## src/rtl/tnc_pkg.sv

```systemverilog
package tnc_pkg;
  localparam int unsigned DATA_W    = 32;
  localparam int unsigned CNT_W     = 64;
  localparam int unsigned STEP_W    = 3;
  localparam int unsigned TRIM_HI_W = 10;
  localparam int unsigned TRIM_W    = DATA_W + TRIM_HI_W;
  localparam int unsigned INC_W     = STEP_W + 1;

  typedef enum logic [2:0] {
    ADR_CTRL   = 3'd0,
    ADR_LD_LO  = 3'd1,
    ADR_LD_HI  = 3'd2,
    ADR_LD_GO  = 3'd3,
    ADR_STEP   = 3'd4,
    ADR_TRM_LO = 3'd5,
    ADR_TRM_HI = 3'd6
  } tnc_addr_e;

  localparam int unsigned CTRL_RUN_BIT  = 0;
  localparam int unsigned CTRL_WIDE_BIT = 5;
  localparam int unsigned CTRL_DIR_BIT  = 7;

  // nanoseconds added in one running cycle
  function automatic logic [INC_W-1:0] tnc_incr(input logic [STEP_W-1:0] step,
                                                input logic trim, input logic slow);
    logic [INC_W-1:0] base;
    base = {1'b0, step} + INC_W'(1);
    if (!trim)     return base;
    else if (slow) return base - INC_W'(1);
    else           return base + INC_W'(1);
  endfunction
endpackage

```

## src/rtl/tnc_regs.sv

```systemverilog
module tnc_regs
  import tnc_pkg::*;
(
  input  logic              clk,
  input  logic              rst_n,
  input  logic              wr_en,
  input  logic [2:0]        wr_addr,
  input  logic [DATA_W-1:0] wr_data,
  output logic              run,
  output logic              slow,
  output logic              load_now,
  output logic [CNT_W-1:0]  load_val,
  output logic [STEP_W-1:0] step,
  output logic [TRIM_W-1:0] interval
);
  logic [DATA_W-1:0]    ctrl_q, ld_lo_q, ld_hi_q, trm_lo_q;
  logic [TRIM_HI_W-1:0] trm_hi_q;
  logic [STEP_W-1:0]    step_q;

  always_ff @(posedge clk or negedge rst_n) begin
    if (!rst_n) begin
      ctrl_q   <= '0;
      ld_lo_q  <= '0;
      ld_hi_q  <= '0;
      trm_lo_q <= '0;
      trm_hi_q <= '0;
      step_q   <= '0;
    end else if (wr_en) begin
      case (wr_addr)
        ADR_CTRL:   ctrl_q   <= wr_data;
        ADR_LD_LO:  ld_lo_q  <= wr_data;
        ADR_LD_HI:  ld_hi_q  <= wr_data;
        ADR_STEP:   step_q   <= wr_data[STEP_W-1:0];
        ADR_TRM_LO: trm_lo_q <= wr_data;
        ADR_TRM_HI: trm_hi_q <= wr_data[TRIM_HI_W-1:0];
        default: ;
      endcase
    end
  end

  assign run      = ctrl_q[CTRL_RUN_BIT] & ctrl_q[CTRL_WIDE_BIT];
  assign slow     = ctrl_q[CTRL_DIR_BIT];
  assign load_now = wr_en && (wr_addr == ADR_LD_GO) && wr_data[0];
  assign load_val = {ld_hi_q, ld_lo_q};
  assign step     = step_q;
  assign interval = {trm_hi_q, trm_lo_q};

  // only ten bits of the high trim word are kept
  a_r5_trim_hi_masked: assert property (@(posedge clk) disable iff (!rst_n)
    (wr_en && wr_addr == ADR_TRM_HI) |=> interval[TRIM_W-1:DATA_W] == $past(wr_data[TRIM_HI_W-1:0]));
endmodule

```

## src/rtl/tnc_trim.sv

```systemverilog
module tnc_trim
  import tnc_pkg::*;
(
  input  logic              clk,
  input  logic              rst_n,
  input  logic              run,
  input  logic              restart,
  input  logic [TRIM_W-1:0] interval,
  output logic              fire
);
  logic [TRIM_W-1:0] cnt_q;
  logic              armed;

  assign armed = (interval != '0);
  assign fire  = run && !restart && armed && (cnt_q >= interval - TRIM_W'(1));

  always_ff @(posedge clk or negedge rst_n) begin
    if (!rst_n)       cnt_q <= '0;
    else if (restart) cnt_q <= '0;
    else if (run)     cnt_q <= fire ? '0 : cnt_q + TRIM_W'(1);
  end

  // zero interval never trims
  a_r7_zero_interval_idle: assert property (@(posedge clk) disable iff (!rst_n)
    (interval == '0) |-> !fire);
  // a load restarts the interval
  a_r8_restart_clears: assert property (@(posedge clk) disable iff (!rst_n)
    restart |=> cnt_q == '0);
  // a trim begins a fresh interval
  a_r6_fire_rearms: assert property (@(posedge clk) disable iff (!rst_n)
    fire |=> cnt_q == '0);
endmodule

```

## src/rtl/tnc_accum.sv

```systemverilog
module tnc_accum
  import tnc_pkg::*;
(
  input  logic              clk,
  input  logic              rst_n,
  input  logic              run,
  input  logic              load_now,
  input  logic [CNT_W-1:0]  load_val,
  input  logic [STEP_W-1:0] step,
  input  logic              trim,
  input  logic              slow,
  input  logic              snap_req,
  output logic [CNT_W-1:0]  time_ns,
  output logic [CNT_W-1:0]  snap_ns
);
  logic [INC_W-1:0] inc;

  assign inc = tnc_incr(step, trim, slow);

  always_ff @(posedge clk or negedge rst_n) begin
    if (!rst_n)        time_ns <= '0;
    else if (load_now) time_ns <= load_val;
    else if (run)      time_ns <= time_ns + {{(CNT_W-INC_W){1'b0}}, inc};
  end

  always_ff @(posedge clk or negedge rst_n) begin
    if (!rst_n)        snap_ns <= '0;
    else if (snap_req) snap_ns <= time_ns;
  end

  // idle counter holds
  a_r2_hold_when_idle: assert property (@(posedge clk) disable iff (!rst_n)
    (!run && !load_now) |=> $stable(time_ns));
  // load wins over counting
  a_r4_load_value: assert property (@(posedge clk) disable iff (!rst_n)
    load_now |=> time_ns == $past(load_val));
  // untrimmed step
  a_r3_plain_step: assert property (@(posedge clk) disable iff (!rst_n)
    (run && !load_now && !trim) |=> time_ns == $past(time_ns) + CNT_W'($past(step)) + CNT_W'(1));
  // snapshot captures pre-edge count
  a_r9_snapshot: assert property (@(posedge clk) disable iff (!rst_n)
    snap_req |=> snap_ns == $past(time_ns));
endmodule

```

## src/rtl/trim_ns_counter.sv

```systemverilog
module trim_ns_counter
  import tnc_pkg::*;
(
  input  logic              clk,
  input  logic              rst_n,
  input  logic              wr_en,
  input  logic [2:0]        wr_addr,
  input  logic [DATA_W-1:0] wr_data,
  input  logic              snap_req,
  output logic [CNT_W-1:0]  time_ns,
  output logic [CNT_W-1:0]  snap_ns
);
  logic              run, slow, load_now, trim_fire;
  logic [CNT_W-1:0]  load_val;
  logic [STEP_W-1:0] step;
  logic [TRIM_W-1:0] interval;

  tnc_regs u_regs (
    .clk(clk), .rst_n(rst_n), .wr_en(wr_en), .wr_addr(wr_addr), .wr_data(wr_data),
    .run(run), .slow(slow), .load_now(load_now), .load_val(load_val),
    .step(step), .interval(interval)
  );

  tnc_trim u_trim (
    .clk(clk), .rst_n(rst_n), .run(run), .restart(load_now),
    .interval(interval), .fire(trim_fire)
  );

  tnc_accum u_accum (
    .clk(clk), .rst_n(rst_n), .run(run), .load_now(load_now), .load_val(load_val),
    .step(step), .trim(trim_fire), .slow(slow), .snap_req(snap_req),
    .time_ns(time_ns), .snap_ns(snap_ns)
  );

  // a trim is only ever applied on a running cycle
  a_r6_trim_needs_run: assert property (@(posedge clk) disable iff (!rst_n)
    trim_fire |-> run);
endmodule

```

## config.mk

```make
export PLATFORM = sky130hd
export DESIGN_NAME = trim_ns_counter
export DESIGN_NICKNAME = d
export VERILOG_FILES = /design/src/rtl/tnc_pkg.sv /design/src/rtl/tnc_regs.sv /design/src/rtl/tnc_trim.sv /design/src/rtl/tnc_accum.sv /design/src/rtl/trim_ns_counter.sv
export SDC_FILE = /design/constraint.sdc
export NUM_CORES = 1
export LEC_CHECK = 0
export BUFFER_PORTS_ARGS = -buffer_cell sky130_fd_sc_hd__buf_2
export CAP_MARGIN = 20
export CORE_UTILIZATION = 50
export DETAILED_ROUTE_END_ITERATION = 6
export GPL_TIMING_DRIVEN = 1
export HOLD_SLACK_MARGIN = 0.1
export PLACE_DENSITY = 0.7
export SLEW_MARGIN = 20
export SYNTH_ARGS = -nofsm -noshare
export SYNTH_HDL_FRONTEND = slang
export SYNTH_HIERARCHICAL = 1
export SYNTH_SLANG_ARGS = --single-unit
```

## constraint.sdc

```tcl
create_clock -name clk -period 11.2 [get_ports clk]
set_input_delay 0.56 -clock clk [delete_from_list [all_inputs] [get_ports clk]]
set_output_delay 0.56 -clock clk [all_outputs]
set_load 0.02 [all_outputs]
```

==> flow_summary.ini <==
[status]
violations = DRC
run_status = finished, violations left

[global_routing]
grt-ovfl-total = 0
grt_pass1_vias = 10900
antenna_found_initial = 2
grt_pass1_wl_um = 60200
gr-usage-all-layers_pct = 25.0
grt_start_max_net_pins = 129

[clocking]
cts-resized-gates = 0
clock_latency_ns = 0.56
cts_tree = built
htree_levels = 1
path_clk_slew_ns = 0.06
cts_buffers = 31
postCtsSetupRepairBufs = 0
clock_sinks = 282
clockRootBuffer = clkbuf_16
clockBufferDepth = 3
postCtsHoldBufs = 0

[synth]
ys_types = 64
postSynth.asyncResetShare_pct = 100
yosysMostFrequentCell = dfrtp_1
yosysSeqAreaShare_pct = 48.0
synth_commonest_cells = dfrtp_1, mux2_2, nand2_1
synth_ff_type = dfrtp_1
synthCells = 1353
ys_warn_count = 6
yosys-top-cells-area = dfrtp_1, mux2_2, mux2_1
synth_compound_area_share_pct = 9.25
yosysTopAreaCellShare_pct = 48.0
synthAdderAreaFrac_pct = 4.56
synthSimpleGateAreaFrac_pct = 16.7
synth_area_per_cell_um2 = 10.9
syn_area_mm2 = 0.0147
synth_top_area_cell = dfrtp_1
synth_top_family_by_area = simple AND/OR/NAND/NOR gates
synth-xor-area-share_pct = 4.47
ys_ff_latch = 282
synth_fp_nets = 1445
synth-edff-count = 0
synth_mux_area_share_pct = 14.0

[setup_path]
crit_path_end_kind = flop
critPathTopFamily = simple AND/OR/NAND/NOR gates
cp_slowest_stage_delay_ns = 0.77
critPathMaxFanout = 25
path_buf_inv = 1
cpMaxStageDelayCell = or4_1
critPathLaunchType = flop
reg2reg_to = u_accum/time_ns[45]
required_ns = 11.67
reg2reg_slack_ns = 3.06
rr_worst_depth = 22
path_class = reg2reg
cp.arrival_ns = 8.60
crit_path_cell_trace = nor4_1 > nand2b_1 > nand3b_1 > or4_1 > or3_1 > or3_1 > nor4_1 > xnor2_1 > ha_1 > nand4_1 > nor4_1 > nand3_1 > o21ai_0 > nand3b_1 > xor2_1 > ha_1 > nand4_1 > o22ai_1 > buf_4 > nand4_1 > or4_1 > a31oi_1
reg2reg_from = u_regs/trm_lo_q[3]

[timing]
worst_pin_slew_ns = 0.983
tns_ns = 0
maxSlewHeadroom_pct = 34.5
setup_violations = 0
holdWs_ns = 0.131
finalCritPeriodShare_pct = 72.7
slew_viol_final = 0
finalHoldViolCount = 0
min_period_ns = 8.14
max_freq_mhz = 123
finClkSkew_ns = 0.0225
rsz0062_at_grt = no

[placement]
dp.cells = 1855
io_buffers = 166
hpwlAfterDp_um = 26300
routabilityCongestion = 0.895

[detailed_routing]
drtAntennaViolNets = 0
vias_per_cell = 6.03
wire_per_inst_um = 19.6
via_count = 11500
wl_um = 37500
post-route-drc-count = 1
drtIter0Drc = 911
firstDrtPassIters = 7

[die]
io-pin-count = 167
initial_core_util_pct = 51.1
rows = 62
core_area_mm2 = 0.0288
die_w_um = 173
die_h_um = 173
dieArea_mm2 = 0.0301

[min_path]
min_path_type = in2async

[flow_run]
drv_cap = 0

[power]
p_leak_uw = 0.00713
ir_drop_uv = 131
p_per_area_mw_per_mm2 = 209

[final_layout]
fillers = 2402
fin_cells = 1911
drive_above_1_share_pct = 24.0
final_net_count = 1597
area_growth_pct = 15.1
antennaDiodeCount = 0
post-route-util_pct = 58.8
-- routing by layer --
layer	up-vias	GRT usage [%]	wire, um
met5	-	0	0
met4	0	7.15	989
met3	72	3.25	2130
met2	395	39.7	17400
met1	5746	35.8	17000
li1	5305	-	-
-- kinds of logic (layout without fill, tap and decap cells) --
| kind of cell | Yosys count | count (layout) |
|---|---|---|
| flops | 282 | 282 |
| mux | 183 | 183 |
| compound gates | 223 | 223 |
| simple gates | 453 | 453 |
| xor+xnor | 75 | 75 |
| buf+inv | 84 | 258 |
| fa+ha+maj | 53 | 53 |
-- worst max path at each step --
stage	start	endpoint	slack [ns]	cells past startpoint
6_report	u_regs/trm_lo_q[3]	u_accum/time_ns[45]	3.06	22
5_1_grt	u_regs/trm_lo_q[3]	u_accum/time_ns[45]	2.09	22
4_1_cts	u_regs/trm_lo_q[3]	u_accum/time_ns[45]	3.10	22
3_5_place_dp	u_regs/trm_lo_q[3]	u_accum/time_ns[45]	3.18	22
3_3_place_gp	u_regs/trm_lo_q[3]	u_accum/time_ns[45]	3.47	22
2_1_floorplan	u_regs/trm_lo_q[7]	u_accum/time_ns[56]	4.46	23
-- area by class of cell --
class / instances / area [um2] / area share, %
clock inverters: 15 / 267 / 1.58
clock buffers: 40 / 860 / 5.08
repair buffers: 178 / 935 / 5.52
well taps: 384 / 480 / 2.84
inverters: 25 / 93.8 / 0.555
multi-input cells: 987 / 7230 / 42.7
flip-flops and latches: 282 / 7060 / 41.7
-- state kept, by name, summed over array words and instances (netlist names) --
name / flops
u_trim/cnt_q: 42
u_regs/ld_hi_q: 32
u_regs/trm_hi_q: 10
u_accum/time_ns: 64
u_accum/snap_ns: 64
u_regs/trm_lo_q: 32
u_regs/ctrl_q: 3
u_regs/ld_lo_q: 32
u_regs/step: 3
-- layout by cell type, fill, tap and decap left out, types with 16 or more instances in the layout --
cell type  count
nand3_1       53
nor2_1        78
nor4_1        28
clkbuf_16     31
o31ai_1       17
a31oi_1       56
mux2_1        60
ha_1          52
nand2_1       93
and3_1        16
inv_1         25
dfrtp_1      282
xnor2_1       52
or3_1         24
nor3_1        30
or4_1         24
nand4_1       44
a21oi_1       44
mux2_2       117
xor2_1        23
o21ai_0       68
buf_2        165
-- where the power goes --
group / switching [uW] / internal [uW] / total (uW)
clock network: 420 / 700 / 1120
logic: 525 / 386 / 911
registers: 250 / 1250 / 1500
-- worst register-to-register path, cell delays in order (launching register included) --
cell and delay, ns:
dfrtp_1 0.44, nor4_1 0.68, nand2b_1 0.28, nand3b_1 0.28, or4_1 0.49, or3_1 0.43, or3_1 0.37, nor4_1 0.29
xnor2_1 0.12, ha_1 0.30, nand4_1 0.14, nor4_1 0.41, nand3_1 0.11, o21ai_0 0.63, nand3b_1 0.17, xor2_1 0.21
ha_1 0.37, nand4_1 0.12, o22ai_1 0.21, buf_4 0.27, nand4_1 0.76, or4_1 0.78, a31oi_1 0.18
-- metrics by stage --
stage	power (uW)	worst slack, ns	instance area (um2)
global placement	2390	3.47	15800
floorplan	2080	4.46	14700
global route	3710	2.09	16900
CTS	3550	3.10	16900
finish	3540	3.06	16900
detailed placement	2420	3.18	15800
No activity file was read; power rests on OpenSTA's default activity.
